### config.mk
export PLATFORM = sky130hd
export DESIGN_NAME = adc_seq_ctrl
export DESIGN_NICKNAME = d
export VERILOG_FILES = /design/src/rtl/adc_seq_pkg.sv /design/src/rtl/adc_seq_timer.sv /design/src/rtl/adc_seq_capture.sv /design/src/rtl/adc_seq_fsm.sv /design/src/rtl/adc_seq_ctrl.sv
export SDC_FILE = /design/constraint.sdc
export NUM_CORES = 1
export LEC_CHECK = 0
export ABC_AREA = 1
export BUFFER_PORTS_ARGS = -buffer_cell sky130_fd_sc_hd__buf_2
export CAP_MARGIN = 20
export CORE_UTILIZATION = 50
export CTS_CLUSTER_SIZE = 40
export DETAILED_ROUTE_END_ITERATION = 6
export PLACE_DENSITY_LB_ADDON = 0.08
export SLEW_MARGIN = 20
export SYNTH_ARGS = -nofsm -noshare
export SYNTH_HDL_FRONTEND = slang
export SYNTH_SLANG_ARGS = --single-unit
### constraint.sdc
create_clock -name clk -period 3 [get_ports clk]
set_input_delay 0.15 -clock clk [delete_from_list [all_inputs] [get_ports clk]]
set_output_delay 0.15 -clock clk [all_outputs]
set_load 0.1 [all_outputs]
### src/rtl/adc_seq_pkg.sv
package adc_seq_pkg;

    localparam int SAMPLE_W = 16;
    localparam int LANE_W   = 8;

    typedef enum logic [2:0] {
        ST_IDLE   = 3'd0,
        ST_SETUP  = 3'd1,
        ST_PULSE  = 3'd2,
        ST_WAIT   = 3'd3,
        ST_ACC_LO = 3'd4,
        ST_ACC_HI = 3'd5,
        ST_DONE   = 3'd6
    } seq_state_e;

    typedef enum logic [1:0] {
        CAP_NONE = 2'd0,
        CAP_WORD = 2'd1,
        CAP_LO   = 2'd2,
        CAP_HI   = 2'd3
    } cap_op_e;

    typedef struct packed {
        logic strobe;
        logic sel_n;
        logic half;
    } adc_ctl_t;

    function automatic int max_of(input int a, input int b);
        return (a > b) ? a : b;
    endfunction

    function automatic int cnt_bits(input int v);
        return (v < 2) ? 1 : $clog2(v + 1);
    endfunction

    // two's complement to offset binary: flip the sign bit
    function automatic logic [SAMPLE_W-1:0] to_offset_bin(input logic [SAMPLE_W-1:0] w);
        return {~w[SAMPLE_W-1], w[SAMPLE_W-2:0]};
    endfunction

endpackage

### src/rtl/adc_seq_timer.sv
module adc_seq_timer #(
    parameter int W = 8
) (
    input  logic         clk,
    input  logic         rst,
    input  logic         load,
    input  logic [W-1:0] load_val,
    output logic         expired
);
    logic [W-1:0] cnt_q;

    always_ff @(posedge clk) begin
        if (rst) begin
            cnt_q <= '0;
        end else if (load) begin
            cnt_q <= load_val;
        end else if (cnt_q != '0) begin
            cnt_q <= cnt_q - 1'b1;
        end
    end

    assign expired = (cnt_q == '0);
endmodule

### src/rtl/adc_seq_capture.sv
module adc_seq_capture
    import adc_seq_pkg::*;
(
    input  logic                clk,
    input  logic                rst,
    input  cap_op_e             cap_op,
    input  logic [SAMPLE_W-1:0] bus_i,
    input  logic                emit,
    output logic [SAMPLE_W-1:0] sample_o,
    output logic [SAMPLE_W-1:0] sample_ob_o,
    output logic                valid_o
);
    logic [SAMPLE_W-1:0] word_q;
    logic [LANE_W-1:0]   lane;

    assign lane = bus_i[LANE_W-1:0];

    always_ff @(posedge clk) begin
        if (rst) begin
            word_q <= '0;
        end else begin
            case (cap_op)
                CAP_WORD: word_q <= bus_i;
                CAP_LO:   word_q[LANE_W-1:0] <= lane;
                CAP_HI:   word_q[SAMPLE_W-1:LANE_W] <= lane;
                default:  word_q <= word_q;
            endcase
        end
    end

    always_ff @(posedge clk) begin
        if (rst) begin
            sample_o    <= '0;
            sample_ob_o <= '0;
            valid_o     <= 1'b0;
        end else begin
            valid_o <= emit;
            if (emit) begin
                sample_o    <= word_q;
                sample_ob_o <= to_offset_bin(word_q);
            end
        end
    end
endmodule

### src/rtl/adc_seq_fsm.sv
module adc_seq_fsm
    import adc_seq_pkg::*;
#(
    parameter int SETUP_CYC   = 2,
    parameter int PULSE_CYC   = 8,
    parameter int ACCESS_CYC  = 17,
    parameter bit REDUCED_PIN = 1'b0,
    parameter int CNT_W       = 11
) (
    input  logic             clk,
    input  logic             rst,
    input  logic             start_i,
    input  logic             byte_mode_i,
    input  logic             rdy_i,
    input  logic             ph_exp_i,
    input  logic             thr_exp_i,
    input  logic             tmo_exp_i,
    output logic             ph_load_o,
    output logic [CNT_W-1:0] ph_val_o,
    output logic             thr_load_o,
    output logic             tmo_load_o,
    output adc_ctl_t         ctl_o,
    output cap_op_e          cap_op_o,
    output logic             emit_o,
    output logic             overrun_o,
    output logic             err_o
);
    localparam logic             IDLE_SEL_N = REDUCED_PIN ? 1'b0 : 1'b1;
    localparam logic [CNT_W-1:0] SU_LD = CNT_W'(SETUP_CYC - 1);
    localparam logic [CNT_W-1:0] PW_LD = CNT_W'(PULSE_CYC - 1);
    localparam logic [CNT_W-1:0] AC_LD = CNT_W'(ACCESS_CYC - 1);

    seq_state_e state_q, state_d;
    logic       saw_low_q;
    logic       bmode_q;
    logic       rdy_back;
    logic       accept;

    assign rdy_back = saw_low_q && rdy_i;
    assign accept   = (state_q == ST_IDLE) && start_i && thr_exp_i;

    always_comb begin
        state_d    = state_q;
        ph_load_o  = 1'b0;
        ph_val_o   = '0;
        thr_load_o = 1'b0;
        tmo_load_o = 1'b0;
        cap_op_o   = CAP_NONE;
        case (state_q)
            ST_IDLE: begin
                if (accept) begin
                    thr_load_o = 1'b1;
                    ph_load_o  = 1'b1;
                    if (REDUCED_PIN) begin
                        state_d    = ST_PULSE;
                        ph_val_o   = PW_LD;
                        tmo_load_o = 1'b1;
                    end else begin
                        state_d  = ST_SETUP;
                        ph_val_o = SU_LD;
                    end
                end
            end
            ST_SETUP: begin
                if (ph_exp_i) begin
                    state_d    = ST_PULSE;
                    ph_load_o  = 1'b1;
                    ph_val_o   = PW_LD;
                    tmo_load_o = 1'b1;
                end
            end
            ST_PULSE: begin
                if (ph_exp_i) begin
                    state_d = ST_WAIT;
                end
            end
            ST_WAIT: begin
                if (rdy_back) begin
                    state_d   = ST_ACC_LO;
                    ph_load_o = 1'b1;
                    ph_val_o  = AC_LD;
                end else if (tmo_exp_i) begin
                    state_d = ST_IDLE;
                end
            end
            ST_ACC_LO: begin
                if (ph_exp_i) begin
                    if (bmode_q) begin
                        cap_op_o  = CAP_LO;
                        state_d   = ST_ACC_HI;
                        ph_load_o = 1'b1;
                        ph_val_o  = AC_LD;
                    end else begin
                        cap_op_o = CAP_WORD;
                        state_d  = ST_DONE;
                    end
                end
            end
            ST_ACC_HI: begin
                if (ph_exp_i) begin
                    cap_op_o = CAP_HI;
                    state_d  = ST_DONE;
                end
            end
            ST_DONE: state_d = ST_IDLE;
            default: state_d = ST_IDLE;
        endcase
    end

    always_ff @(posedge clk) begin
        if (rst) begin
            state_q   <= ST_IDLE;
            saw_low_q <= 1'b0;
            bmode_q   <= 1'b0;
            overrun_o <= 1'b0;
            err_o     <= 1'b0;
        end else begin
            state_q <= state_d;
            err_o   <= (state_q == ST_WAIT) && !rdy_back && tmo_exp_i;
            if (state_q == ST_IDLE) begin
                saw_low_q <= 1'b0;
            end else if ((state_q == ST_PULSE || state_q == ST_WAIT) && !rdy_i) begin
                saw_low_q <= 1'b1;
            end
            if (accept) begin
                bmode_q <= byte_mode_i;
            end
            if (start_i && state_q != ST_IDLE) begin
                overrun_o <= 1'b1;
            end
        end
    end

    always_comb begin
        ctl_o  = '{strobe: 1'b1, sel_n: IDLE_SEL_N, half: 1'b0};
        emit_o = (state_q == ST_DONE);
        case (state_q)
            ST_SETUP:  ctl_o = '{strobe: 1'b0, sel_n: 1'b1, half: 1'b0};
            ST_PULSE:  ctl_o = '{strobe: 1'b0, sel_n: 1'b0, half: 1'b0};
            ST_ACC_LO: ctl_o = '{strobe: 1'b1, sel_n: 1'b0, half: 1'b0};
            ST_ACC_HI: ctl_o = '{strobe: 1'b1, sel_n: 1'b0, half: 1'b1};
            default:   ctl_o = '{strobe: 1'b1, sel_n: IDLE_SEL_N, half: 1'b0};
        endcase
    end
endmodule

### src/rtl/adc_seq_ctrl.sv
module adc_seq_ctrl
    import adc_seq_pkg::*;
#(
    parameter int SETUP_CYC   = 2,
    parameter int PULSE_CYC   = 8,
    parameter int ACCESS_CYC  = 17,
    parameter int THRU_CYC    = 2000,
    parameter int TIMEOUT_CYC = 1800,
    parameter bit REDUCED_PIN = 1'b0
) (
    input  logic                clk,
    input  logic                rst,
    input  logic                start_i,
    input  logic                byte_mode_i,
    output logic                adc_strobe_o,
    output logic                adc_sel_n_o,
    output logic                adc_half_o,
    input  logic                adc_rdy_i,
    input  logic [SAMPLE_W-1:0] adc_data_i,
    output logic [SAMPLE_W-1:0] sample_o,
    output logic [SAMPLE_W-1:0] sample_ob_o,
    output logic                sample_valid_o,
    output logic                overrun_o,
    output logic                timeout_err_o
);
    localparam int PH_MAX = max_of(max_of(SETUP_CYC, PULSE_CYC), ACCESS_CYC);
    localparam int CNT_W  = cnt_bits(max_of(PH_MAX, max_of(THRU_CYC, TIMEOUT_CYC)));

    logic             ph_load, thr_load, tmo_load;
    logic [CNT_W-1:0] ph_val;
    logic             ph_exp, thr_exp, tmo_exp;
    adc_ctl_t         ctl;
    cap_op_e          cap_op;
    logic             emit;

    adc_seq_fsm #(
        .SETUP_CYC  (SETUP_CYC),
        .PULSE_CYC  (PULSE_CYC),
        .ACCESS_CYC (ACCESS_CYC),
        .REDUCED_PIN(REDUCED_PIN),
        .CNT_W      (CNT_W)
    ) u_fsm (
        .clk        (clk),
        .rst        (rst),
        .start_i    (start_i),
        .byte_mode_i(byte_mode_i),
        .rdy_i      (adc_rdy_i),
        .ph_exp_i   (ph_exp),
        .thr_exp_i  (thr_exp),
        .tmo_exp_i  (tmo_exp),
        .ph_load_o  (ph_load),
        .ph_val_o   (ph_val),
        .thr_load_o (thr_load),
        .tmo_load_o (tmo_load),
        .ctl_o      (ctl),
        .cap_op_o   (cap_op),
        .emit_o     (emit),
        .overrun_o  (overrun_o),
        .err_o      (timeout_err_o)
    );

    adc_seq_timer #(.W(CNT_W)) u_phase_tmr (
        .clk(clk), .rst(rst), .load(ph_load), .load_val(ph_val), .expired(ph_exp)
    );

    adc_seq_timer #(.W(CNT_W)) u_thru_tmr (
        .clk(clk), .rst(rst), .load(thr_load),
        .load_val(CNT_W'(THRU_CYC - 1)), .expired(thr_exp)
    );

    adc_seq_timer #(.W(CNT_W)) u_tmo_tmr (
        .clk(clk), .rst(rst), .load(tmo_load),
        .load_val(CNT_W'(TIMEOUT_CYC - 1)), .expired(tmo_exp)
    );

    adc_seq_capture u_cap (
        .clk        (clk),
        .rst        (rst),
        .cap_op     (cap_op),
        .bus_i      (adc_data_i),
        .emit       (emit),
        .sample_o   (sample_o),
        .sample_ob_o(sample_ob_o),
        .valid_o    (sample_valid_o)
    );

    assign adc_strobe_o = ctl.strobe;
    assign adc_sel_n_o  = ctl.sel_n;
    assign adc_half_o   = ctl.half;
endmodule

---- Word level (Yosys, flattened, before mapping) ----
Cells that the tools add are included.
W data, S select, Z words.
operators by class
  shift operators ......................... 0
  reduce and logical (&&, ||, !) cells .... 27
  equal/unequal tests ..................... 15
  add/subtract/negate cells ............... 3
  order comparisons ....................... 0
  divide/modulo/power cells ............... 0
  multiplexer cells ....................... 35
  multipliers ............................. 0
  bitwise operators ....................... 1
operator list
  operator                 number
  $mux W11                 7
  $pmux W11 S4             1
  $logic_not A11 Y1        3
  $reduce_bool A11 Y1      3
  $sub A11 B1 Y11 const B  3
  $mux W3                  8
  $pmux W3 S6              1
  $pmux W8 S2              1
  $pmux W3 S4              1
  $mux W5                  2
  $eq A3 B3 Y1 const B     3
  $mux W1                  8
  $mux W2                  4
  $ne A2 B2 Y1 const B     4
  $reduce_bool A2 Y1       4
  $reduce_or A2 Y1         4
  $logic_and A1 B1 Y1      7
  $eq A3 B2 Y1 const B     2
  $reduce_and A6 Y1        1
  $eq A2 B2 Y1 const B     2
  $pmux W1 S4              1
  $pmux W2 S2              1
  $eq A3 B1 Y1 const B     1
  $logic_not A3 Y1         1
  7 further kinds          8
storage, ports and cells
  output and inout port bits .............. 38
  memory bits (writable) .................. 0
  memories ................................ 0
  bits of input ports ..................... 21
  ROM bits ................................ 0
  bits in registers ....................... 89
  latch bits .............................. 0

---- Logic depth before layout (Yosys ltp) ----
Gate-level depths: netlist of run 1.
  word-level depth ........................ 6
  mapped depth ............................ 12

---- Cells and area by module ----
A second synthesis of run 1 with hierarchy kept.
unflattened totals
  cell total of the unflattened synthesis .. 628
  area, all modules ....................... 4260.3 um^2
by module, submodules not included
  module           area an instance (um^2)  cells an instance  instances
  adc_seq_timer    739.5                    117                3
  adc_seq_capture  1482.7                   190                1
  adc_seq_fsm      551.8                    85                 1
  adc_seq_ctrl     7.5                      2                  1

---- Worst setup path after synthesis of run 1 ----
OpenSTA, ideal clock, no wires.
  path kind ............................... flip-flop to flip-flop
  start point ............................. register u_fsm.state_q[0]
  end point ............................... register u_cap.word_q[14]
  stages on the path, launching flop included .. 9
  clock period less this slack ............ 3827 ps
  data required time ...................... 2882 ps
  arrival ................................. 3708 ps
  path slack .............................. -827 ps
  library setup time ...................... 118 ps
  path through ............................ dfxtp_1 -> inv_2 -> nor3_1 -> nand2_1 -> nand2_1 -> ha_1 -> buf_1 -> mux2i_1 -> a21oi_2
between the ends
  cells in the longest elaborated chain, start to end .. 4
  elaborated cells on any way between the ends .. 7
  classes of those cells .................. 4 x eq/ne; 2 x mux; 1 x reduce/logical
RTL lines
  item                                                      line                   source
  start: declaration                                        adc_seq_fsm.sv:33      seq_state_e state_q, state_d;
  start signal: assignment                                  adc_seq_fsm.sv:118     state_q <= state_d;
  $eq A3 B3 Y1                                              adc_seq_fsm.sv:49      case (state_q)
  $pmux W2 S2 (*)                                           adc_seq_fsm.sv:49
  $eq A2 B2 Y1 / $eq A2 B1 Y1 (equally long branches)       adc_seq_capture.sv:22  case (cap_op)
  $pmux W8 S2 / $reduce_bool A2 Y1 (equally long branches)  --
  end signal: assignment                                    adc_seq_capture.sv:23  CAP_WORD: word_q <= bus_i;
  end signal: indexed assignment                            adc_seq_capture.sv:24  CAP_LO: word_q[LANE_W-1:0] <= lane;
  end signal: indexed assignment                            adc_seq_capture.sv:25  CAP_HI: word_q[SAMPLE_W-1:LANE_W] <= lane;
  end: declaration                                          adc_seq_capture.sv:13  logic [SAMPLE_W-1:0] word_q;
Every way passes the cells marked *; elsewhere a longest branch is shown, timed or not.
A chain may end at the register's enable or synchronous reset.

---- Worst setup path in the final report of run 1 ----
  start point ............................. register u_phase_tmr.cnt_q[1]
  end point ............................... register u_cap.word_q[14]
between the ends
  cells in the longest elaborated chain, start to end .. 5
  elaborated cells on any way between the ends .. 8
  classes of those cells .................. 2 x eq/ne; 4 x mux; 2 x reduce/logical
RTL lines
  item                                                      line                                   source
  start: declaration                                        adc_seq_timer.sv:10                    logic [W-1:0] cnt_q;
  start signal: assignment                                  adc_seq_timer.sv:16                    cnt_q <= load_val;
  start signal: assignment                                  adc_seq_timer.sv:18                    cnt_q <= cnt_q - 1'b1;
  $logic_not A11 Y1 (*)                                     adc_seq_timer.sv:22                    assign expired = (cnt_q == '0);
  $mux W2, on equally long branches                         adc_seq_fsm.sv:100, adc_seq_fsm.sv:87
  $pmux W2 S2 (*)                                           adc_seq_fsm.sv:49
  $eq A2 B2 Y1 / $eq A2 B1 Y1 (equally long branches)       adc_seq_capture.sv:22
  $pmux W8 S2 / $reduce_bool A2 Y1 (equally long branches)  --
Marked as above.

==> impl_results.md, run 1 <==
- Number of distinct library cell variants in the gate-level netlist after synthesis: 42
- Count of H-tree levels built during CTS: 3
- Via count of the first global-routing pass: 2826
- RSZ-0062 raised after global routing: false
- Post-route non-filler standard cell count: 625
- Total I/O pin count: 59
- Max-cap violation count: 0
- Wire per inst: 12.4 um
- Post-synth EDFFs: 0
- Post-synth net total: 508
- Pin count of the biggest net entering global routing: 35
- Clock sink count: 74
- Cts hold-fix bufs: 0
- Combined flip-flop and latch cell area: approximately 0.0015 sq mm
- LEAKAGE: 1.98 nW
- Placed wire-length estimate: 5740 um
- Detailed-routed wire length on met3: 235 um
- Arrival time reported for the critical path endpoint: ~2.5 ns
- Highest ir drop seen on vdd: between 0.4 and 0.5 mV
- Vias per inst: 4.98
- Fraction of layout cells with a size suffix above 1: 0.221
- Die Width: 87.5 um
- Max-slew violation total from the final report: 0
- Total iterations of the first detailed-routing run: 6
- TritonCTS Buffers: 9
- Wire length of the first global-routing pass: 12700 um
- Flops & latches, synth: 74
- Met2 wire length: 3800 um
- Number of failing hold endpoints at the final stage: 0
- CTS max path bufs: 2
- Number of vias in the routed layout: 3112
- Post-synthesis instance area: 0.00365 sq mm
- Async S/R FF share, synth: 0
- Crit path required time: 3.23 ns
- Final setup violation count: 0
- DRC errors left: 0
- Maximum achievable frequency: roughly 450 MHz
- Type of the tightest min-delay check: in -> reg
- Ant. Diodes: 0
- Share of synthesized area occupied by flip-flops and latches: 0.406
- Total Neg Setup Slack: 0 ns
- Y dimension of the die: 87.5 um
- CP endpoint kind: flop
- # resized after CTS: 0
- Area taken by multi-input logic gates: around 0.0018 sq mm
- Final worst path period share: 0.745
- WL met1: 3610 um
- Setup Skew: 0.00907 ns
- Number of routed nets with antenna violations: 0
- Area added between synthesis and finish: 11.0%
- Max-slew headroom: 0.570
- Maximum fanout along the worst path: 17
- Final wirelength: 7770 um
- Power consumption: between 3 and 4 mW
- Launching element type of the critical path: flop
- Placed Cells: 611
- Number of setup buffers added after CTS: 0
- Number of fill cells in the layout: just under 700
- Violation count after the first detailed-routing iteration: 124
- Core Box Area: 0.00691 sq mm
- Top flip-flop cell by instance count after synthesis: sky130_fd_sc_hd__dfxtp_1
- Global-route congestion overflow total: 0
- Post-layout min period: 2.23 ns
- Post-Syn Instances: 482
- Final hold slack: 0.0647 ns
- Synth Area per Inst: 7.57 sq um
- Clock-pin slew of the registers on the worst-case setup and hold paths: 0.07 ns
- Number of antenna violations at the first check in global routing: 0
- Post-layout worst setup margin: 0.766 ns
- Final estimated routing congestion in global placement: 0.892
- Layout Nets: 552
- Die area: 0.00765 sq mm
- Clock tree from TritonCTS: done
- Clock root buffer: sky130_fd_sc_hd__clkbuf_8
- Top layer in use: met4
- Worst-margin pin slew: 0.643 ns
- Number of warnings printed during yosys synthesis: 0
- Row Count: 30
- Starting Density: 0.529
- Dpl ws: 0.777 ns
- Status: finished clean
- Later-pin clock latency in the skew report: 0.34 ns
- Power density over cell area: ~950 mW/mm^2
- Count of input and output buffers: 58
- Crit path kind: reg -> reg
- Gr usage total: 0.213
-- cell usage after synthesis, types with 4 or more instances --
| master | number | area, sq um |
|---|---|---|
| sky130_fd_sc_hd__inv_2 | 6 | 22.5 |
| sky130_fd_sc_hd__nand2_2 | 8 | 50.1 |
| sky130_fd_sc_hd__nor3_1 | 7 | 35.0 |
| sky130_fd_sc_hd__clkbuf_1 | 5 | 18.8 |
| sky130_fd_sc_hd__mux2i_1 | 8 | 80.1 |
| sky130_fd_sc_hd__o21ai_0 | 43 | 215 |
| sky130_fd_sc_hd__nor2_1 | 105 | 394 |
| sky130_fd_sc_hd__ha_1 | 5 | 62.6 |
| sky130_fd_sc_hd__nand3_1 | 11 | 55.1 |
| sky130_fd_sc_hd__buf_4 | 15 | 113 |
| sky130_fd_sc_hd__dfxtp_1 | 74 | 1480 |
| sky130_fd_sc_hd__xor2_1 | 7 | 61.3 |
| sky130_fd_sc_hd__nand2_4 | 4 | 45.0 |
| sky130_fd_sc_hd__nand3_2 | 5 | 50.1 |
| sky130_fd_sc_hd__inv_1 | 38 | 143 |
| sky130_fd_sc_hd__a21oi_1 | 31 | 155 |
| sky130_fd_sc_hd__a31oi_1 | 4 | 25.0 |
| sky130_fd_sc_hd__nand2_1 | 61 | 229 |
| sky130_fd_sc_hd__nor2_2 | 7 | 43.8 |
-- critical path: stages, from the launching register on --
cell	delay (ns)
sky130_fd_sc_hd__dfxtp_1	0.30
sky130_fd_sc_hd__inv_1	0.10
sky130_fd_sc_hd__ha_1	0.25
sky130_fd_sc_hd__nand2_2	0.13
sky130_fd_sc_hd__nor2_8	0.16
sky130_fd_sc_hd__nand2_4	0.12
sky130_fd_sc_hd__nor2_8	0.23
sky130_fd_sc_hd__ha_1	0.49
sky130_fd_sc_hd__mux2i_1	0.28
sky130_fd_sc_hd__a21oi_2	0.07
-- final timing paths --
path	start	to	slack [ns]	cells past startpoint
worst min-delay path	start_i	u_fsm.overrun_o	0.06	3
worst min register to register	u_tmo_tmr.cnt_q[10]	u_fsm.err_o	0.47	1
worst max-delay path	u_phase_tmr.cnt_q[1]	u_cap.word_q[14]	0.77	9
worst max register to register	u_phase_tmr.cnt_q[1]	u_cap.word_q[14]	0.77	9
-- cell usage in the layout, fill, tap and decap left out, types with 2 or more instances in the layout --
cell	Yosys	final
sky130_fd_sc_hd__a21oi_1	31	31
sky130_fd_sc_hd__a21oi_2	2	2
sky130_fd_sc_hd__a31oi_1	4	4
sky130_fd_sc_hd__buf_2	2	58
sky130_fd_sc_hd__clkbuf_8	0	10
sky130_fd_sc_hd__clkinv_2	0	2
sky130_fd_sc_hd__dfxtp_1	74	74
sky130_fd_sc_hd__ha_1	5	5
sky130_fd_sc_hd__inv_1	38	38
sky130_fd_sc_hd__inv_2	6	6
sky130_fd_sc_hd__mux2i_1	8	8
sky130_fd_sc_hd__nand2_1	61	61
sky130_fd_sc_hd__nand2_2	8	8
sky130_fd_sc_hd__nand2_4	4	4
sky130_fd_sc_hd__nand3_1	11	11
sky130_fd_sc_hd__nand3_2	5	5
sky130_fd_sc_hd__nand3b_1	3	3
sky130_fd_sc_hd__nand4_1	3	3
sky130_fd_sc_hd__nor2_1	105	105
sky130_fd_sc_hd__nor2_2	7	7
sky130_fd_sc_hd__nor2_4	3	3
sky130_fd_sc_hd__nor2_8	3	3
sky130_fd_sc_hd__nor3_1	7	6
sky130_fd_sc_hd__nor4_1	2	2
sky130_fd_sc_hd__o21ai_0	43	43
sky130_fd_sc_hd__or2_1	3	3
sky130_fd_sc_hd__xnor2_1	3	3
sky130_fd_sc_hd__xor2_1	7	7
-- state kept, by name, summed over array words and instances (netlist names) --
register           cells
u_cap.valid_o          1
u_phase_tmr.cnt_q     11
u_tmo_tmr.cnt_q       11
u_cap.sample_o         1
u_thru_tmr.cnt_q      11
u_cap.sample_ob_o     16
u_fsm.bmode_q          1
u_fsm.overrun_o        1
u_cap.word_q          16
u_fsm.state_q          3
u_fsm.saw_low_q        1
u_fsm.err_o            1
-- cells by family (layout without fill, tap and decap cells) --
group / Yosys count / count (layout) / share of synthesized area
buffers and inverters: 71 / 118 / 0.0963
AND/OR/NAND/NOR: 229 / 229 / 0.311
flip-flops: 74 / 74 / 0.406
AO/OA/AOI/OAI: 85 / 85 / 0.124
adder cells (fa/ha/maj): 5 / 5 / 0.0171
multiplexers: 8 / 8 / 0.0219
XOR/XNOR: 10 / 10 / 0.0240
-- layer usage --
layer / global-route usage / vias up
met3: 0.0550 / 11
met1: 0.258 / 1418
li1: - / 1627
met4: 0.0671 / 0
met2: 0.369 / 56
met5: 0 / -
-- metrics by stage --
step,util,cell area [sq um]
after floorplan,-,3660
after global placement,0.564,3890
after detailed placement,0.564,3890
after CTS,0.587,4050
after global routing,0.587,4050
final,0.587,4050
-- report_power, final --
part	leakage (nW)	switching (mW)	internal (mW)
clock network	0.0810	0.338	0.311
registers	0.603	0.178	1.18
logic	1.30	1.20	0.633
total	1.98	1.71	2.12
-- layout make-up --
cell class,instances,share of cell area
Clock inverter,3,0.00432
Multi-Input combinational cell,337,0.450
Tap cell,96,0.0296
Clock buffer,11,0.0349
Inverter,45,0.0423
Timing Repair Buffer,59,0.0735
Sequential cell,74,0.366
(Power assumes the default switching activity.)
==> run 2: changes to the inputs <==
Settings changed: ABC_AREA 1 to 0.
Clock period 3 ns to 2.2 ns, I/O delays scaled along.
==> run 2 against run 1 <==
Flip-flop and latch count unchanged. Worst hold slack got worse by 0.042 ns. Wire length increased by 4.4%. Sequential share of layout area decreased by 2.0 points. Cell count decreased by 9.0%. Area after synthesis increased by 0.96%. Via count decreased by 0.87%. Count of clock-buffer cells in the layout decreased by 1. Maximum frequency increased by 5.5%. Synthesized cell count decreased by 13%. Core utilization increased by 3.1 points.
==> impl_results.md, run 2 <==
- Number of setup buffers added after CTS: 0
- Post-layout min period: roughly 2.1 ns
- Switching power as a share of total power: 0.393
- Async S/R FF share, synth: 0
- Max-slew violation total from the final report: 0
- Most area-consuming cells after synthesis: sky130_fd_sc_hd__dfxtp_1 40%, sky130_fd_sc_hd__a21oi_1 5.7%, sky130_fd_sc_hd__mux2i_1 5.7%
- LEAKAGE: between 1.5 and 2 nW
- Clock-pin slew of the registers on the worst-case setup and hold paths: approximately 0.080 ns
- Post-Synth Simple-Gate Area: 0.228
- Clock sink count: 74
- Post-Syn Instances: 418
- Worst-path cell with the longest stage delay: sky130_fd_sc_hd__or4b_4
- Y dimension of the die: 87.9 um
- Core Box Area: 0.00694 sq mm
- Most common cell after layout, fill and taps aside: sky130_fd_sc_hd__dfxtp_1
- Crit path kind: reg -> reg
- Crit path buf inv count: 1
- Worst R2R End: u_cap.word_q[14]
- Placed Cells: 553
- Row Count: 30
- Highest ir drop seen on vdd: 0.735 mV
- TritonCTS Buffers: 9
- RSZ-0062 raised after global routing: false
- Synth Area in Compound Gates: 0.191
- Number of distinct library cell variants in the gate-level netlist after synthesis: 65
- Clock root buffer: sky130_fd_sc_hd__clkbuf_8
- Launching element type of the critical path: flop
- Power density over cell area: 1250 mW/mm^2
- Delay of the slowest critical-path stage: 0.49 ns
- Number of failing hold endpoints at the final stage: 0
- Biggest regs: u_cap.sample_ob_o x16, u_cap.word_q x16
- Share of synthesized area spent on multiplexers: 0.0631
- Number of cells on the worst hold path: 3
- Later-pin clock latency in the skew report: 0.34 ns
- Via count of the first global-routing pass: between 2000 and 3000
- Gr usage total: 0.218
- Switching power summed over all nets: 2.11 mW
- Pin count of the biggest net entering global routing: 60
- Final estimated routing congestion in global placement: between 0.8 and 0.9
- Series of cell instances along the critical path: inv_1 -> ha_4 -> or4b_4 -> nor3_4 -> and2_4 -> ha_4 -> mux2i_1 -> a211oi_2
- Wire per inst: 14.2 um
- Cell type group with the largest total delay on the critical path: simple AND/OR/NAND/NOR gates
- Depth of the worst register-to-register path: 8
- Reg-to-reg setup timing slack: 0.08 ns
- Final wirelength: approximately 8100 um
- Part of the total power dissipated in sequential elements: 0.338
- Maximum achievable frequency: 472 MHz
- Share of synthesized area occupied by flip-flops and latches: 0.402
- Arrival time reported for the critical path endpoint: around 2.3 ns
- Total I/O pin count: 59
- Top flip-flop cell by instance count after synthesis: sky130_fd_sc_hd__dfxtp_1
- Total Neg Setup Slack: 0 ns
- Worst-margin pin slew: 0.830 ns
- Share of the synthesized area in the top cell type: 0.402
- Xor/xnor cell area share of the yosys netlist: 0.0261
- Internal power: 3.26 mW
- Final worst path period share: 0.963
- Global-route congestion overflow total: 0
- Placed wire-length estimate: around 5600 um
- Clk network pwr share: 0.215
- Total iterations of the first detailed-routing run: 4
- CTS max path bufs: 2
- CP endpoint kind: flop
- Vias per inst: 5.42
- Number of routed nets with antenna violations: 0
- Die area: just under 0.008 sq mm
- HP Start: adc_data_i[7]
- Post-synthesis instance area: roughly 0.0037 sq mm
- Post-route non-filler standard cell count: 569
- Proportion of power drawn by combinational gates: 0.446
- Number of antenna violations at the first check in global routing: 0
- Setup Skew: 0.00653 ns
- Post-synth net total: 444
- Maximum fanout along the worst path: 8
- Fraction of the mapped netlist area in adder cells: 0.0170
- Area added between synthesis and finish: 16.4%
- Most instantiated library cell after synthesis: sky130_fd_sc_hd__dfxtp_1
- Violation count after the first detailed-routing iteration: 102
- Type of the tightest min-delay check: in -> reg
- Hold Path Sink: u_cap.word_q[7]
- Count of input and output buffers: 58
- Status: finished clean
- Max-cap violation count: 0
- Cell taking the most area after synthesis: sky130_fd_sc_hd__dfxtp_1
- Wire length of the first global-routing pass: 13000 um
- Final setup violation count: 0
- Worst flop-to-flop path startpoint: u_phase_tmr.cnt_q[0]
- DRC errors left: 0
- Layout Nets: roughly 500
- Commonest cells after routing, fill and taps aside: 74 x sky130_fd_sc_hd__dfxtp_1, 58 x sky130_fd_sc_hd__buf_2, 46 x sky130_fd_sc_hd__nand2_1, 42 x sky130_fd_sc_hd__a21oi_1, 35 x sky130_fd_sc_hd__nor2_1
- Flops & latches, synth: 74
- Starting Density: 0.531
- Die Width: 87.9 um
- Synth Area per Inst: 8.82 sq um
- Post-synth EDFFs: 0
- Most prevalent standard cell on the critical path: sky130_fd_sc_hd__ha_4
- Number of warnings printed during yosys synthesis: 0
- Fraction of layout cells with a size suffix above 1: 0.271
- Ant. Diodes: 0
- Crit path required time: about 2.4 ns
- Dominant combinational cell family by area after synthesis: simple AND/OR/NAND/NOR gates
- Max-slew headroom: 0.445
- Most common library cells after synthesis: 74 x sky130_fd_sc_hd__dfxtp_1, 46 x sky130_fd_sc_hd__nand2_1, 42 x sky130_fd_sc_hd__a21oi_1
- Clock tree from TritonCTS: done
- Number of vias in the routed layout: around 3100
- Count of H-tree levels built during CTS: 3
## run 2: cell types whose count changed in the layout (fill, tap and decap cells not counted), moves of 9 or more
cell | previous run | this run
sky130_fd_sc_hd__buf_4 | 1 | 17
sky130_fd_sc_hd__o21ai_0 | 43 | 8
sky130_fd_sc_hd__nor2_1 | 105 | 35
sky130_fd_sc_hd__inv_1 | 38 | 15
sky130_fd_sc_hd__a211oi_2 | 0 | 10
sky130_fd_sc_hd__nand2_1 | 61 | 46
sky130_fd_sc_hd__nand3_1 | 11 | 2
sky130_fd_sc_hd__mux2i_1 | 8 | 18
sky130_fd_sc_hd__a21oi_1 | 31 | 42
sky130_fd_sc_hd__or3_1 | 0 | 11
## run 2: kinds of logic (layout without fill, tap and decap cells)
kind of cell / Yosys count / in the layout
compound gates: 102 / 102
xor+xnor: 11 / 11
mux: 23 / 23
buf+inv: 52 / 107
flops: 74 / 74
fa+ha+maj: 5 / 5
simple gates: 151 / 151
## run 2: worst max-delay path by stage
stage	startpoint	to	cells past startpoint
after global routing	u_phase_tmr.cnt_q[0]	u_cap.word_q[10]	8
after CTS	u_phase_tmr.cnt_q[1]	u_cap.word_q[14]	8
after floorplan	u_phase_tmr.cnt_q[0]	u_cap.word_q[0]	10
after detailed placement	u_phase_tmr.cnt_q[1]	u_cap.word_q[14]	8
final	u_phase_tmr.cnt_q[0]	u_cap.word_q[14]	8
after global placement	u_phase_tmr.cnt_q[1]	u_cap.word_q[10]	8
## run 2: timing repair
item,CTS,global route
setup endpoints to repair,0,10
hold buffers,1,0
hold endpoints to repair,1,0
gates resized for setup,0,7
## run 2: per-stage QoR
stage / hold slack [ns] / power [mW] / worst slack [ns] / utilization / instance area (sq um)
2_1_floorplan: 0.251 / 3.63 / 0.0112 / - / 3720
3_3_place_gp: 0.342 / 4.15 / 0.131 / 0.581 / 4040
3_5_place_dp: 0.358 / 4.18 / 0.0325 / 0.581 / 4040
4_1_cts: 0.00542 / 5.35 / 0.0241 / 0.614 / 4260
5_1_grt: 0.0172 / 5.74 / 0.00872 / 0.618 / 4290
6_report: 0.0226 / 5.37 / 0.0813 / 0.618 / 4290
## run 2: tightest hold or removal path: cells and delay by family
kind | cells | cell delay (ns)
buf+inv | 1 | 0.09
simple gates | 1 | 0.07
mux | 1 | 0.06
## run 2: final cells by class
type / instances / area (sq um)
well taps: 96 / 120
clock buffers: 10 / 138
fillers: 613 / 2650
flip-flops and latches: 74 / 1480
inverters: 16 / 60.1
multi-input cells: 292 / 1990
clock inverters: 5 / 78.8
repair buffers: 76 / 428
## run 2: power groups by stage
stage                     combinational (mW)  clock [mW]  sequential (mW)
after detailed placement                2.34           0             1.84
after CTS                               2.36        1.18             1.81
after global placement                  2.31           0             1.83
after floorplan                         1.80           0             1.83
after global routing                    2.64        1.25             1.86
final                                   2.40        1.16             1.82
## run 2: routing by layer
metal	up-vias	wire length (um)	GRT usage
met2	67	3770	0.351
li1	1591	-	-
met3	10	265	0.0377
met1	1417	3980	0.297
met5	-	0	0
met4	0	91	0.0715
==> run 3: changes to the inputs <==
Clock period 2.2 ns to 2.3 ns, I/O delays scaled along.
==> run 3 against run 2 <==
Clock power decreased by 8%. Sequential share of layout area increased by 0.20 points. Critical path type unchanged. Global-route usage about the same. Worst hold slack got worse by 0.011 ns. Clock skew increased by 0.0021 ns. Count of clock-buffer cells in the layout increased by 3.
==> impl_results.md, run 3 (synthesis results as in run 2) <==
- Clock sink count: 74
- Maximum achievable frequency: approximately 460 MHz
- LEAKAGE: around 1.7 nW
- Setup Skew: 0.00867 ns
- Row Count: 30
- Via count of the first global-routing pass: 2834
- Starting Density: 0.531
- Wire per inst: 14.0 um
- Series of cell instances along the critical path: inv_1 -> ha_2 -> or4b_4 -> nor3_4 -> and2_4 -> ha_2 -> buf_12 -> mux2i_2 -> a211oi_2
- Pin count of the biggest net entering global routing: 37
- Number of vias in the routed layout: 3118
- CP endpoint kind: flop
- Clk network pwr share: 0.213
- Crit path buf inv count: 2
- Power consumption: 5.03 mW
- Most common cell after layout, fill and taps aside: sky130_fd_sc_hd__dfxtp_1
- Post-layout min period: roughly 2.2 ns
- Number of fill cells in the layout: ~630
- Launching element type of the critical path: flop
- Max-cap violation count: 0
- Wire length of the first global-routing pass: between 10000 and 15000 um
- Clock tree from TritonCTS: done
- Number of cells on the worst hold path: 3
- Final worst path period share: 0.953
- Die Width: 87.9 um
- Type of the tightest min-delay check: in -> reg
- Final hold slack: 0.0115 ns
- Combined flip-flop and latch cell area: 0.00148 sq mm
- Part of the total power dissipated in sequential elements: 0.343
- Violation count after the first detailed-routing iteration: 85
- Worst-path cell with the longest stage delay: sky130_fd_sc_hd__or4b_4
- Switching power summed over all nets: 2.00 mW
- Count of H-tree levels built during CTS: 3
- Cts hold-fix bufs: 0
- Clock-pin slew of the registers on the worst-case setup and hold paths: roughly 0.070 ns
- Total I/O pin count: 59
- Status: finished clean
- Worst-margin pin slew: 0.821 ns
- Post-DP Area: 0.00403 sq mm
- Post-route cell area: between 0.004 and 0.005 sq mm
- DRC errors left: 0
- Arrival time reported for the critical path endpoint: 2.41 ns
- Y dimension of the die: 87.9 um
- Clock root buffer: sky130_fd_sc_hd__clkbuf_8
- Later-pin clock latency in the skew report: between 0.3 and 0.4 ns
- Delay of the slowest critical-path stage: 0.50 ns
- Highest ir drop seen on vdd: 0.549 mV
- CTS max path bufs: 2
- Switching power as a share of total power: 0.397
- Cell type group with the largest total delay on the critical path: simple AND/OR/NAND/NOR gates
- Commonest cells after routing, fill and taps aside: 74 x sky130_fd_sc_hd__dfxtp_1, 58 x sky130_fd_sc_hd__buf_2, 46 x sky130_fd_sc_hd__nand2_1, 42 x sky130_fd_sc_hd__a21oi_1, 36 x sky130_fd_sc_hd__nor2_1
- Max-slew violation total from the final report: 0
- TritonCTS Buffers: 9
- Power density over cell area: 1180 mW/mm^2
- Final wirelength: approximately 8000 um
- Layout Nets: 494
- Depth of the worst register-to-register path: 9
- Gr usage total: 0.219
- Crit path kind: reg -> reg
- Number of failing hold endpoints at the final stage: 0
- Internal power: 3.03 mW
- Number of routed nets with antenna violations: 0
- Ant. Diodes: 0
- Final setup violation count: 0
- Total iterations of the first detailed-routing run: 4
- Fraction of layout cells with a size suffix above 1: 0.264
- Global-route congestion overflow total: 0
- Maximum fanout along the worst path: 8
- Vias per inst: 5.48
- Final estimated routing congestion in global placement: 0.812
- Crit path depth: 9
- Die area: 0.00772 sq mm
- Area taken by multi-input logic gates: 0.00196 sq mm
- Count of input and output buffers: 58
- Reg-to-reg setup timing slack: roughly 0.11 ns
- Number of antenna violations at the first check in global routing: 0
- Biggest regs: u_cap.sample_ob_o x16, u_cap.word_q x16
- Area added between synthesis and finish: 15.8%
- Placed wire-length estimate: about 5700 um
- Most prevalent standard cell on the critical path: sky130_fd_sc_hd__ha_2
- Max-slew headroom: 0.451
- Proportion of power drawn by combinational gates: 0.444
- Core Box Area: between 0.006 and 0.007 sq mm
- RSZ-0062 raised after global routing: false
- Crit path required time: 2.52 ns
[run 3: cell count changes in the layout (fill, tap and decap cells not counted), moves of 2 or more]
cell	delta
sky130_fd_sc_hd__clkbuf_8	+2
sky130_fd_sc_hd__clkinv_2	-2
sky130_fd_sc_hd__ha_2	+2
sky130_fd_sc_hd__ha_4	-2
[run 3: path summary, 6_finish.rpt]
check | start | end
worst min-delay path | byte_mode_i | u_fsm.bmode_q
worst max register to register | u_phase_tmr.cnt_q[1] | u_cap.word_q[8]
worst max-delay path | u_phase_tmr.cnt_q[1] | u_cap.word_q[8]
worst min register to register | u_cap.word_q[5] | u_cap.sample_ob_o[5]
[run 3: timing repair]
action	in CTS	in global routing
gates cloned	0	0
setup endpoints to repair	1	14
resized for setup	1	5
buffers inserted	0	0
pin swaps	0	0
[run 3: metal layers]
metal,global-route usage,part of all wire,vias up
li1,-,-,1586
met1,0.291,0.48,1459
met2,0.356,0.48,65
met3,0.0368,0.036,8
met4,0.0805,0.011,0
met5,0,0,-
[run 3: area by class of cell]
| cell class | count | share of cell area |
|---|---|---|
| inverter | 16 | 0.0141 |
| timing repair buffer | 75 | 0.101 |
| sequential | 74 | 0.347 |
| tap | 96 | 0.0282 |
| multi-input combinational | 292 | 0.459 |
| clock buffer | 13 | 0.0396 |
| clock inverter | 3 | 0.0109 |
[run 3: through the flow]
step                      instances   util  setup WS, ns  TNS [ns]
after floorplan                 418      -     0.0000535         0
after global placement          553  0.581        0.0777         0
after detailed placement        553  0.581      -0.00140  -0.00140
after CTS                       569  0.612        0.0806         0
after global routing            569  0.614        0.0146         0
final                           569  0.614         0.108         0
[run 3: power by group through the flow]
stage          sequential, mW  clock, mW  combinational (mW)
2_1_floorplan            1.75          0                1.72
3_3_place_gp             1.75          0                2.18
3_5_place_dp             1.75          0                2.21
4_1_cts                  1.72       1.10                2.22
5_1_grt                  1.76       1.15                2.48
6_report                 1.73       1.07                2.24
[run 3: worst register-to-register path, cell delays in order, from the launching register on]
cell and delay [ns]:
sky130_fd_sc_hd__dfxtp_1 0.33, sky130_fd_sc_hd__inv_1 0.06, sky130_fd_sc_hd__ha_2 0.19, sky130_fd_sc_hd__or4b_4 0.50, sky130_fd_sc_hd__nor3_4 0.18, sky130_fd_sc_hd__and2_4 0.16
sky130_fd_sc_hd__ha_2 0.18, sky130_fd_sc_hd__buf_12 0.13, sky130_fd_sc_hd__mux2i_2 0.23, sky130_fd_sc_hd__a211oi_2 0.09
